<file path="src/rtl/sirq_pkg.sv">
package sirq_pkg;
  typedef enum logic [2:0] {
    SEL_NONE = 3'd0,
    SEL_LO   = 3'd1,
    SEL_HI   = 3'd2,
    SEL_CTRL = 3'd3,
    SEL_OFS  = 3'd4
  } sel_e;

  localparam int unsigned DEF_ADDR_W = 16;
  localparam int unsigned DEF_DATA_W = 8;
  localparam int unsigned DEF_NIB_W  = 4;
  localparam int unsigned DEF_TARGET = 238;
  localparam int unsigned DEF_OFS    = 16;
endpackage

</file>
<file path="src/rtl/sirq_rst_sync.sv">
module sirq_rst_sync #(
  parameter int unsigned STAGES = 2
) (
  input  logic clk,
  input  logic rst_n,
  output logic rst_sync_n
);
  logic [STAGES-1:0] chain_q;
  logic [STAGES-1:0] chain_d;

  always_comb begin
    chain_d = {chain_q[STAGES-2:0], 1'b1};
  end

  always_ff @(posedge clk or negedge rst_n) begin
    if (!rst_n) begin
      chain_q <= '0;
    end else begin
      chain_q <= chain_d;
    end
  end

  assign rst_sync_n = chain_q[STAGES-1];
endmodule

</file>
<file path="src/rtl/sirq_decode.sv">
module sirq_decode
  import sirq_pkg::*;
#(
  parameter int unsigned     ADDR_W = DEF_ADDR_W,
  parameter logic [ADDR_W-1:0] MASK   = 16'hF80C,
  parameter logic [ADDR_W-1:0] A_LO   = 16'hF000,
  parameter logic [ADDR_W-1:0] A_HI   = 16'hF004,
  parameter logic [ADDR_W-1:0] A_CTRL = 16'hF008,
  parameter logic [ADDR_W-1:0] A_OFS  = 16'hF00C
) (
  input  logic              wr_en,
  input  logic [ADDR_W-1:0] wr_addr,
  output sel_e              sel
);
  logic [ADDR_W-1:0] masked;

  always_comb begin
    masked = wr_addr & MASK;
    sel    = SEL_NONE;
    if (wr_en) begin
      if (masked == A_LO) begin
        sel = SEL_LO;
      end else if (masked == A_HI) begin
        sel = SEL_HI;
      end else if (masked == A_CTRL) begin
        sel = SEL_CTRL;
      end else if (masked == A_OFS) begin
        sel = SEL_OFS;
      end
    end
  end
endmodule

</file>
<file path="src/rtl/sirq_count.sv">
module sirq_count
  import sirq_pkg::*;
#(
  parameter int unsigned DATA_W = DEF_DATA_W,
  parameter int unsigned NIB_W  = DEF_NIB_W,
  parameter int unsigned OFS    = DEF_OFS,
  localparam int unsigned CNT_W = 2 * NIB_W
) (
  input  logic              clk,
  input  logic              rst_n,
  input  sel_e              sel,
  input  logic [DATA_W-1:0] wr_data,
  input  logic              line_tick,
  output logic [CNT_W-1:0]  cnt_q,
  output logic [CNT_W-1:0]  cnt_d,
  output logic [CNT_W-1:0]  ofs_q,
  output logic [DATA_W-1:0] en_q,
  output logic              step
);
  logic [CNT_W-1:0]  ofs_d;
  logic [DATA_W-1:0] en_d;
  logic              nib_wr;
  logic              cnt_ce;
  logic              cfg_ce;

  always_comb begin
    cnt_d  = cnt_q;
    ofs_d  = ofs_q;
    en_d   = en_q;
    nib_wr = (sel == SEL_LO) || (sel == SEL_HI);
    step   = line_tick && (en_q != '0) && !nib_wr;
    unique case (sel)
      SEL_LO:   cnt_d[NIB_W-1:0]     = wr_data[NIB_W-1:0];
      SEL_HI:   cnt_d[CNT_W-1:NIB_W] = wr_data[NIB_W-1:0];
      SEL_CTRL: begin
        en_d = wr_data;
        if (wr_data == '0) begin
          ofs_d = '0;
        end
      end
      SEL_OFS:  ofs_d = CNT_W'(OFS);
      default:  ;
    endcase
    if (step) begin
      cnt_d = cnt_q + CNT_W'(1);
    end
    cnt_ce = nib_wr || step;
    cfg_ce = (sel == SEL_CTRL) || (sel == SEL_OFS);
  end

  always_ff @(posedge clk or negedge rst_n) begin
    if (!rst_n) begin
      cnt_q <= '0;
    end else if (cnt_ce) begin
      cnt_q <= cnt_d;
    end
  end

  always_ff @(posedge clk or negedge rst_n) begin
    if (!rst_n) begin
      ofs_q <= '0;
      en_q  <= '0;
    end else if (cfg_ce) begin
      ofs_q <= ofs_d;
      en_q  <= en_d;
    end
  end
endmodule

</file>
<file path="src/rtl/sirq_flag.sv">
module sirq_flag
  import sirq_pkg::*;
#(
  parameter int unsigned CNT_W  = 2 * DEF_NIB_W,
  parameter int unsigned TARGET = DEF_TARGET,
  localparam int unsigned DIFF_W = CNT_W + 2
) (
  input  logic             clk,
  input  logic             rst_n,
  input  logic             step,
  input  logic [CNT_W-1:0] cnt_d,
  input  logic [CNT_W-1:0] ofs_q,
  input  sel_e             sel,
  output logic             irq_q
);
  logic [DIFF_W-1:0] diff;
  logic              hit;
  logic              ack;
  logic              irq_d;

  always_comb begin
    diff  = {2'b00, cnt_d} - {2'b00, ofs_q};
    hit   = step && (diff == DIFF_W'(TARGET));
    ack   = (sel == SEL_CTRL);
    irq_d = irq_q;
    if (ack) begin
      irq_d = 1'b0;
    end
    if (hit) begin
      irq_d = 1'b1;
    end
  end

  always_ff @(posedge clk or negedge rst_n) begin
    if (!rst_n) begin
      irq_q <= 1'b0;
    end else if (ack || hit) begin
      irq_q <= irq_d;
    end
  end
endmodule

</file>
<file path="src/rtl/scanline_irq_counter.sv">
module scanline_irq_counter
  import sirq_pkg::*;
#(
  parameter int unsigned ADDR_W = DEF_ADDR_W,
  parameter int unsigned DATA_W = DEF_DATA_W,
  parameter int unsigned NIB_W  = DEF_NIB_W,
  parameter int unsigned TARGET = DEF_TARGET,
  parameter int unsigned OFS    = DEF_OFS,
  localparam int unsigned CNT_W = 2 * NIB_W
) (
  input  logic              clk,
  input  logic              rst_n,
  input  logic              wr_en,
  input  logic [ADDR_W-1:0] wr_addr,
  input  logic [DATA_W-1:0] wr_data,
  input  logic              line_tick,
  output logic              irq_o
);
  logic              rst_sync_n;
  sel_e              sel;
  logic [CNT_W-1:0]  cnt_q;
  logic [CNT_W-1:0]  cnt_d;
  logic [CNT_W-1:0]  ofs_q;
  logic [DATA_W-1:0] en_q;
  logic              step;

  sirq_rst_sync #(.STAGES(2)) i_rst (
    .clk        (clk),
    .rst_n      (rst_n),
    .rst_sync_n (rst_sync_n)
  );

  sirq_decode #(.ADDR_W(ADDR_W)) i_dec (
    .wr_en   (wr_en),
    .wr_addr (wr_addr),
    .sel     (sel)
  );

  sirq_count #(.DATA_W(DATA_W), .NIB_W(NIB_W), .OFS(OFS)) i_cnt (
    .clk       (clk),
    .rst_n     (rst_sync_n),
    .sel       (sel),
    .wr_data   (wr_data),
    .line_tick (line_tick),
    .cnt_q     (cnt_q),
    .cnt_d     (cnt_d),
    .ofs_q     (ofs_q),
    .en_q      (en_q),
    .step      (step)
  );

  sirq_flag #(.CNT_W(CNT_W), .TARGET(TARGET)) i_flag (
    .clk   (clk),
    .rst_n (rst_sync_n),
    .step  (step),
    .cnt_d (cnt_d),
    .ofs_q (ofs_q),
    .sel   (sel),
    .irq_q (irq_o)
  );
endmodule

</file>
<file path="config.mk">
export PLATFORM = sky130hd
export DESIGN_NAME = scanline_irq_counter
export DESIGN_NICKNAME = d
export VERILOG_FILES = /design/src/rtl/sirq_pkg.sv /design/src/rtl/sirq_rst_sync.sv /design/src/rtl/sirq_decode.sv /design/src/rtl/sirq_count.sv /design/src/rtl/sirq_flag.sv /design/src/rtl/scanline_irq_counter.sv
export SDC_FILE = /design/constraint.sdc
export NUM_CORES = 1
export LEC_CHECK = 0
export BUFFER_PORTS_ARGS = -buffer_cell sky130_fd_sc_hd__buf_2
export CAP_MARGIN = 20
export CORE_UTILIZATION = 55
export DETAILED_ROUTE_END_ITERATION = 12
export PLACE_DENSITY_LB_ADDON = 0.1
export SLEW_MARGIN = 30
export SYNTH_ARGS = -nofsm -noshare
export SYNTH_HDL_FRONTEND = slang
export SYNTH_SLANG_ARGS = --single-unit
</file>
<file path="constraint.sdc">
create_clock -name clk -period 1.8 [get_ports clk]
set_input_delay 0.18 -clock clk [delete_from_list [all_inputs] [get_ports clk]]
set_output_delay 0.18 -clock clk [all_outputs]
set_load 0.02 [all_outputs]
</file>
==> impl_metrics.yaml <==
clock_network:
  path_clk_slew_ns: 0.12
  cts-htree-levels: 1
  cts_tree: "yes"
  cts.sinks: 20
  root_buffer: "clkbuf_4"
  clock_path_buffers: 2
  clock_latency_ns: 0.30
  cts_buffers: 3
sta:
  setup_viol: 7
  min_period_ns: 2.49
  fin_ws_ns: -0.690
  fmaxAchievable_mhz: 402
  post-route-period-util_pct: 138
  holdWs_ns: 0.121
  relSlewSlack_pct: 51.2
  skew_ns: 0.00650
  worstMarginPinSlew_ns: 0.731
  report.final.slew_viol_count: 0
  hold_viol_final: 0
  rsz0062_at_grt: "yes"
worst_setup_path:
  slowest_stage: "or4_4"
  reg2reg_to: "i_flag.irq_q"
  cp-startpoint: "i_cnt.en_q[2]"
  setup.worst_path.end_class: "flip-flop"
  cpPeakStageDelay_ns: 0.57
  setup.worst_path.start_class: "flip-flop"
  cp_cell_sequence: "or4_4 -> o21ai_4 -> nor2_4 -> mux2i_2 -> o221ai_2 -> ha_1 -> nand4_1 -> nor4b_2 -> a32o_1"
  r2r_cells: 9
  regToRegStartpoint: "i_cnt.en_q[2]"
  crit_family: "simple AND/OR/NAND/NOR gates"
  endpoint: "i_flag.irq_q"
  crit_buf_inv: 0
  worstPathRequired_ns: 2.04
  path_depth: 9
  cp_max_fo: 4
  rrSetupSlack_ns: -0.69
  crit_type: "flip-flop to flip-flop"
  arrival_ns: 2.73
global_routing:
  grt_max_degree: 19
  grt_pass1_wl_um: 4910
  grt_use_total_pct: 32.6
  first_global_vias: 1069
  grt-ovfl-total: 0
  antenna_found_initial: 0
drt:
  top_layer: "met4"
  m1WireLength_um: 1220
  wl_um: 3150
  route.detailed.drc: 0
  dr_wl_met2_um: 1660
  drt_first_pass_iters: 4
  wl_met3_um: 163
  wl_per_cell_um: 18.6
  vias: 1055
  drt_iter0_drc: 67
  drtAntennaViolNets: 0
  vias_per_cell: 6.21
synthesis:
  ys_types: 38
  synth_edf_count: 0
  yosys_warnings: 0
  synthTopCellsByArea: "dfrtp_1 (46%), mux2_1 (7.3%), nor2_1 (3.8%)"
  syn_avg_cell_area_um2: 11.0
  yosys.area.top_type: "dfrtp_1"
  synthCells: 98
  syn_area_mm2: 0.00108
  synth-main-ff-cell: "dfrtp_1"
  ys_ff_latch: 20
  syn_nets: 128
  yosysSeqAreaShare_pct: 46.5
  async_reset_ff_share_pct: 100
  yosysTopAreaCellShare_pct: 46.5
layout:
  instances_no_fill: 170
  layout.cells.most_common: "buf_4"
  nets: 176
  utilization_pct: 84.4
  area_delta_synth_final_pct: 39.6
  drive_above_1_share_pct: 46.2
  antenna_cells: 0
  layout_common_cells: "buf_4 (22), dfrtp_1 (20), buf_2 (19)"
placement:
  numPortBuffers: 19
  dp_cells: 161
  dpl.hpwl_um: 2160
  place_congestion: 0.883
floorplanning:
  fp.dieW_um: 46.3
  dieArea_mm2: 0.00214
  boundaryPins: 29
  core-area_mm2: 0.00178
  die_height_um: 46.3
  start_util_pct: 60.4
  num_rows: 15
power_and_ir_drop:
  p_leak_nw: 0.695
  finalPower_mw: 1.70
  power_density_mw_per_mm2: 1130
  ir_drop_mv: 0.929
outcome:
  violations: "setup timing"
  outcome: "complete, but fails checks"
hold_path:
  hp-class: "primary input to flip-flop"
run:
  maxCapViolCount: 0
-- through the flow --
step | area (um2) | worst slack, ns | TNS (ns)
6_report | 1500 | -0.690 | -1.39
2_1_floorplan | 1090 | -0.511 | -0.546
3_5_place_dp | 1360 | -0.581 | -0.971
5_1_grt | 1500 | -0.753 | -1.77
3_3_place_gp | 1360 | -0.496 | -0.710
4_1_cts | 1460 | -0.585 | -1.06
-- what timing repair did --
action                                  in CTS  in global routing
endpoints found under the hold margin        2                  0
buffers inserted                             3                  2
gates resized for setup                      4                  7
pin swaps                                    5                  8
hold buffers                                 1                  0
endpoints found under the setup margin       5                  9
-- worst min-delay path by stage --
stage | startpoint | depth (start not counted) | endpoint | slack (ns)
floorplan | rst_n | 0 | i_rst.chain_q[0] | -0.12
global placement | rst_n | 1 | i_rst.chain_q[1] | -0.04
detailed placement | rst_n | 1 | i_rst.chain_q[0] | -0.03
CTS | wr_data[4] | 2 | i_cnt.en_q[4] | 0.12
global route | wr_data[5] | 2 | i_cnt.en_q[5] | 0.13
finish | wr_data[4] | 2 | i_cnt.en_q[4] | 0.12
-- power by group --
part           leakage [nW]  total, mW  internal [mW]  switching (mW)
logic                 0.415      0.684          0.365           0.319
registers             0.253      0.651          0.545           0.105
clock network        0.0279      0.365          0.225           0.140
total                 0.695       1.70           1.14           0.565
-- registers in the layout, summed over array words and instances (netlist names) --
name,flops
i_cnt.ofs_q,1
i_rst.chain_q,2
i_flag.irq_q,1
i_cnt.cnt_q,8
i_cnt.en_q,8
-- cells in the mapped netlist, drive strengths merged, types with 2 or more instances --
cell	number
nor3	6
mux2	9
a22o	2
ha	2
or4	2
nand3	6
nor2	13
o21ai	2
a21oi	2
o21a	2
nor4	2
nand4	2
a311oi	2
dfrtp	20
nand2	5
o221a	2
a211oi	2
-- layer usage --
| layer | GRT usage, % | vias up |
|---|---|---|
| met1 | 39.4 | 523 |
| met3 | 5.88 | 15 |
| met5 | 0 | - |
| li1 | - | 470 |
| met2 | 56.9 | 47 |
| met4 | 12.9 | 0 |
-- layout make-up --
class / instances / area, um2
Multi-Input combinational cell: 76 / 623
Inverter: 1 / 3.75
Clock inverter: 1 / 30.0
Sequential cell: 20 / 500
Fill cell: 95 / 279
Clock buffer: 3 / 22.5
Timing Repair Buffer: 44 / 293
Tap cell: 25 / 31.3
-- kinds of logic after synthesis --
family / count (synthesis) / share of synthesized area, %
buf+inv: 2 / 0.696
compound gates: 19 / 15.8
xor+xnor: 1 / 0.813
flops: 20 / 46.5
other cells: 1 / 0.348
fa+ha+maj: 2 / 2.32
simple gates: 43 / 23.2
mux: 10 / 10.3
Note: power is estimated with default switching activity, not from simulation.
